[src/rtl/rxf_pkg.sv]
package rxf_pkg;
    localparam int unsigned RXF_BYTE_W     = 8;
    localparam int unsigned RXF_DATA_DEPTH = 64;
    localparam int unsigned RXF_INFO_DEPTH = 32;
endpackage

[src/rtl/rxf_ram.sv]
module rxf_ram #(
    parameter  int unsigned W     = 8,
    parameter  int unsigned DEPTH = 64,
    localparam int unsigned AW    = $clog2(DEPTH)
) (
    input  logic          clk,
    input  logic          we,
    input  logic [AW-1:0] waddr,
    input  logic [W-1:0]  wdata,
    input  logic [AW-1:0] raddr,
    output logic [W-1:0]  rdata
);
    logic [W-1:0] mem [DEPTH];

    always_ff @(posedge clk) begin
        if (we) mem[waddr] <= wdata;
    end

    assign rdata = mem[raddr];
endmodule

[src/rtl/rxf_msg_fifo.sv]
module rxf_msg_fifo import rxf_pkg::*; #(
    parameter  int unsigned BYTE_W     = RXF_BYTE_W,
    parameter  int unsigned DATA_DEPTH = RXF_DATA_DEPTH,
    parameter  int unsigned INFO_DEPTH = RXF_INFO_DEPTH,
    localparam int unsigned DAW        = $clog2(DATA_DEPTH),
    localparam int unsigned IAW        = $clog2(INFO_DEPTH),
    localparam int unsigned CW         = DAW + 1,
    localparam int unsigned FW         = IAW + 1
) (
    input  logic              clk,
    input  logic              rst,
    input  logic              wr_en,
    input  logic [BYTE_W-1:0] wr_byte,
    input  logic              frame_end,
    input  logic              release_req,
    input  logic [DAW-1:0]    rd_off,
    output logic [BYTE_W-1:0] rd_byte,
    output logic [CW-1:0]     head_len,
    output logic              head_ovr,
    output logic [CW-1:0]     byte_cnt,
    output logic [FW-1:0]     frame_cnt
);
    localparam int unsigned IW = CW + 1;   // entry: {lost flag, length}

    typedef struct packed {
        logic [DAW-1:0] wptr;    // next free data slot
        logic [DAW-1:0] rptr;    // first byte of oldest frame
        logic [CW-1:0]  bcnt;    // bytes held
        logic [FW-1:0]  iwr;     // entry write index (extra wrap bit)
        logic [FW-1:0]  ird;     // entry read index (extra wrap bit)
        logic [CW-1:0]  plen;    // bytes accepted for the open frame
        logic           povr;    // open frame lost a byte
    } state_t;

    state_t s_q, s_d;

    logic [FW-1:0] fcnt;
    logic          info_full, data_full, acc, drop, rel_ok, push;
    logic [CW-1:0] new_len, rel_len;
    logic [IW-1:0] info_wdata, info_rdata;

    assign fcnt       = s_q.iwr - s_q.ird;
    assign info_full  = (fcnt == FW'(INFO_DEPTH));
    assign data_full  = (s_q.bcnt == CW'(DATA_DEPTH));
    assign acc        = wr_en & ~data_full & ~info_full;
    assign drop       = wr_en & ~acc;
    assign rel_ok     = release_req & (fcnt != '0);
    assign push       = frame_end & ~info_full;
    assign new_len    = s_q.plen + CW'(acc);
    assign info_wdata = {s_q.povr | drop, new_len};
    assign rel_len    = rel_ok ? info_rdata[CW-1:0] : '0;

    always_comb begin
        s_d      = s_q;
        s_d.wptr = s_q.wptr + DAW'(acc);
        s_d.rptr = s_q.rptr + rel_len[DAW-1:0];
        s_d.bcnt = s_q.bcnt + CW'(acc) - rel_len;
        s_d.iwr  = s_q.iwr + FW'(push);
        s_d.ird  = s_q.ird + FW'(rel_ok);
        if (frame_end) begin
            s_d.plen = '0;
            s_d.povr = 1'b0;
        end else begin
            s_d.plen = new_len;
            s_d.povr = s_q.povr | drop;
        end
    end

    always_ff @(posedge clk) begin
        if (rst) s_q <= '0;
        else     s_q <= s_d;
    end

    rxf_ram #(.W(BYTE_W), .DEPTH(DATA_DEPTH)) u_data (
        .clk   (clk),
        .we    (acc),
        .waddr (s_q.wptr),
        .wdata (wr_byte),
        .raddr (s_q.rptr + rd_off),
        .rdata (rd_byte)
    );

    rxf_ram #(.W(IW), .DEPTH(INFO_DEPTH)) u_info (
        .clk   (clk),
        .we    (push),
        .waddr (s_q.iwr[IAW-1:0]),
        .wdata (info_wdata),
        .raddr (s_q.ird[IAW-1:0]),
        .rdata (info_rdata)
    );

    assign head_len  = (fcnt != '0) ? info_rdata[CW-1:0] : '0;
    assign head_ovr  = (fcnt != '0) ? info_rdata[CW]     : 1'b0;
    assign byte_cnt  = s_q.bcnt;
    assign frame_cnt = fcnt;
endmodule

[config.mk]
export PLATFORM = sky130hd
export DESIGN_NAME = rxf_msg_fifo
export DESIGN_NICKNAME = d
export VERILOG_FILES = /design/src/rtl/rxf_pkg.sv /design/src/rtl/rxf_ram.sv /design/src/rtl/rxf_msg_fifo.sv
export SDC_FILE = /design/constraint.sdc
export NUM_CORES = 1
export LEC_CHECK = 0
export ABC_AREA = 1
export BUFFER_PORTS_ARGS = -buffer_cell sky130_fd_sc_hd__buf_2
export CORE_MARGIN = 2
export CORE_UTILIZATION = 55
export CTS_CLUSTER_DIAMETER = 120
export DETAILED_ROUTE_END_ITERATION = 8
export PLACE_DENSITY = 0.74
export SKIP_LAST_GASP = 1
export SYNTH_ARGS = -nofsm -noshare
export SYNTH_HDL_FRONTEND = slang
export SYNTH_SLANG_ARGS = --single-unit
[constraint.sdc]
create_clock -name clk -period 5.2 [get_ports clk]
set_clock_uncertainty 0.15 [all_clocks]
set_input_delay 0.52 -clock clk [delete_from_list [all_inputs] [get_ports clk]]
set_output_delay 0.52 -clock clk [all_outputs]
set_load 0.02 [all_outputs]
==> reports/summary.txt <==
Sequential Power Share -> 33.8%
n_diodes -> 0
commonest non-fill, non-tap cell in the layout -> edfxtp_1
Core ar. -> 0.0605 sq mm
Routed Wire Length -> 81400 microns
post-synth net total -> 2982
post-DR wirelength/cell -> 21.6 microns
global routing usage on met1 -> 36.9%
Max Slew Vio Count -> 0
area grow syn2layout -> 10.3%
chip width -> 252 microns
I/O Pins -> 48
synthesized instance count -> 2924
area share of the largest cell type after synthesis -> 68.4%
clk_lat worst skew -> 0.64 ns
unrepaired setup endpoints after global routing -> false
Clock Path Buffers -> 3
hold buffer count at CTS -> 0
Top Usage Layer GRT -> met2
Mean Syn Cell Area -> 11.5 sq um
CTS tree -> built
Clock power frac -> 26.3%
Total Die Area -> 0.0633 sq mm
Clock Sinks -> 807
Synth Area in Compound Gates -> 8.60%
switch share -> 40.2%
Seq. cell area -> 0.0238 sq mm
mux cell area share after synthesis -> 0%
sequential area share after synthesis -> 70.7%
vias in the first global route -> 22.2k
crit-path max FO -> 32
row count -> 90
Worst-Margin Slew -> 1.11 ns
Tcrit/Tclk final -> 88.3%
Min-Delay Path Class -> input pin to register
pin count of the biggest net entering global routing -> 131
Post-Synth Adder-Cell Area -> 1.54%
TNS Setup -> 0 ns
Synth Area in Simple Gates -> 15.2%
final global-route overflow total -> 0
Worst Path Arrival -> 4.55 ns
DRC violations left -> 0
PwrDens -> 591 mW/mm^2
met2 Use GR -> 40.8%
max frequency -> 0.218 GHz
# setup viols final -> 0
CTS Root Cell -> clkbuf_16
global-route wire length before repair -> 126000 microns
Pre-antenna DRT Iters -> 6
top post-synthesis cells by area -> edfxtp_1 68%, nand2_1 5.7%, nor2_1 5.3%
Seq cells post-synth -> 807
Sw Pwr -> 8.84 mW
count of unique library cells instantiated by Yosys -> 46
most frequent cells in the layout -> 768 x edfxtp_1, 511 x nand2_1, 471 x nor2_1
Via Count -> 22.7k
status -> complete, no violations
routed vias/inst -> 6.01
final estimated routing congestion in global placement -> 0.904
synthesized area -> 0.0337 sq mm
Die Ht -> 252 microns
post-synth top area cell -> edfxtp_1
Critical Path RT -> 5.16 ns
Slew headroom -> 26.0%
Worst setup EP type -> register
htree depth -> 3
initial antenna violation count -> 0
Tot GR Track Use -> 25.9%
IO buf count -> 47
final core utilization -> 61.5%
Fin. Hold Viols -> 0
Fillers -> 4474
combinational share of power -> 39.9%
GRT met3 Usage -> 4.84%
number of post-CTS setup repair buffers -> 0
area of the multi-input gates -> 0.00868 sq mm
clock slew at reported path FFs -> 0.06 ns
XOR/XNOR Fraction of Synth Area -> 0.282%
Pint -> 13.2 mW
post_cts resized -> 0
Crit Path Class -> register to register
TritonCTS buffer count -> 81
Final nets -> 2984
Critical Path Start Type -> register
Starting Density -> 55.8%
Final HPWL DP -> 47400 microns
max_cap viols -> 0
First DRT Iteration DRCs -> 2978
Antenna Nets Post-Route -> 0
maximum VDD drop -> 0.694 mV
share of cells above drive strength 1 -> 8.29%
Yosys warnings -> 0
P_leak -> 13.1 nW
largest family of logic cells by synthesized area -> simple AND/OR/NAND/NOR gates
min cycle time layout -> 4.59 ns
==> layout make-up <==
class                      instances  share of cell area, %
inverter                         118                   1.23
sequential                       807                   64.1
timing repair buffer              85                   1.67
clock inverter                    36                   1.18
clock buffer                     111                   5.89
tap                              782                   2.63
multi-input combinational       1833                   23.3
==> state kept, by name, indices dropped and copies added, names as in the netlist <==
name	count
s_q	32
u_info.mem	256
byte_cnt	7
u_data.mem	512
==> path summary, 6_finish.rpt <==
check	from	end	slack, ns	depth (start not counted)
min	wr_en	s_q[0]$_SDFF_PP0_	0.08	3
max reg2reg	s_q[14]$_SDFF_PP0_	u_info.mem[3][6]$_DFFE_PP_	0.61	21
min reg2reg	s_q[0]$_SDFF_PP0_	s_q[0]$_SDFF_PP0_	0.33	2
max	s_q[14]$_SDFF_PP0_	u_info.mem[3][6]$_DFFE_PP_	0.61	21
==> layer usage <==
| layer | part of all wire (%) | vias up | routed length (microns) |
|---|---|---|---|
| li1 | - | 10307 | - |
| met5 | 0 | - | 0 |
| met4 | 2.5 | 0 | 2050 |
| met3 | 10 | 166 | 8190 |
| met2 | 47 | 1169 | 38100 |
| met1 | 41 | 11030 | 33000 |
==> stage by stage <==
stage	setup slack (ns)	instances	area [sq um]	total power, mW	hold WS, ns
after global routing	0.232	3772	37200	23.1	0.0942
final	0.607	3772	37200	22.0	0.0838
after floorplan	1.19	2924	33700	13.4	0.286
after CTS	0.634	3772	37200	21.9	0.0619
after global placement	0.854	3625	34600	16.0	0.296
after detailed placement	0.684	3625	34600	16.2	0.324
==> cells in the mapped netlist, drive strengths merged <==
master  instances
inv           117
o21bai          1
nor3            6
nand3         222
edfxtp        768
o21ai         339
buf            94
or2             3
dfxtp          39
a21boi          1
a31oi           6
fa              4
clkinv          1
o21a            2
o22ai          84
nor2          486
a21o            1
ha             35
o211ai          3
clkbuf         72
a21oi          87
a22oi          14
nand2         521
nand3b          1
nand4           3
xor2            5
xnor2           5
a22o            2
nor4            2
==> power groups by stage <==
stage               clock network [mW]  registers [mW]  logic, mW
CTS                               5.83            7.44       8.65
global placement                     0            7.57       8.42
global route                      6.07            7.45       9.61
detailed placement                   0            7.57       8.59
finish                            5.78            7.44       8.78
floorplan                            0            7.53       5.91
==> worst max-delay path, stage by stage (launching register included) <==
cell and delay [ns]:
dfxtp_1 0.47, inv_1 0.18, ha_1 0.25, fa_1 0.40, inv_1 0.08, nand3_1 0.09
nand2_1 0.09, nand2_1 0.05, nand2_1 0.12, nor2_4 0.08, nand2_1 0.08, nand2_2 0.10
inv_6 0.16, ha_1 0.19, ha_1 0.17, nand2_1 0.07, nor2_1 0.09, inv_1 0.06
nor2_1 0.23, inv_1 0.06, o21ai_0 0.24, nand2_1 0.64
==> cells by family (layout without fill, tap and decap cells) <==
family,count (synthesis),in the layout
adder cells (fa/ha/maj),39,39
buffers and inverters,284,350
flip-flops,807,807
XOR/XNOR,10,10
AO/OA/AOI/OAI,540,540
AND/OR/NAND/NOR,1244,1244
(Power assumes the default switching activity.)
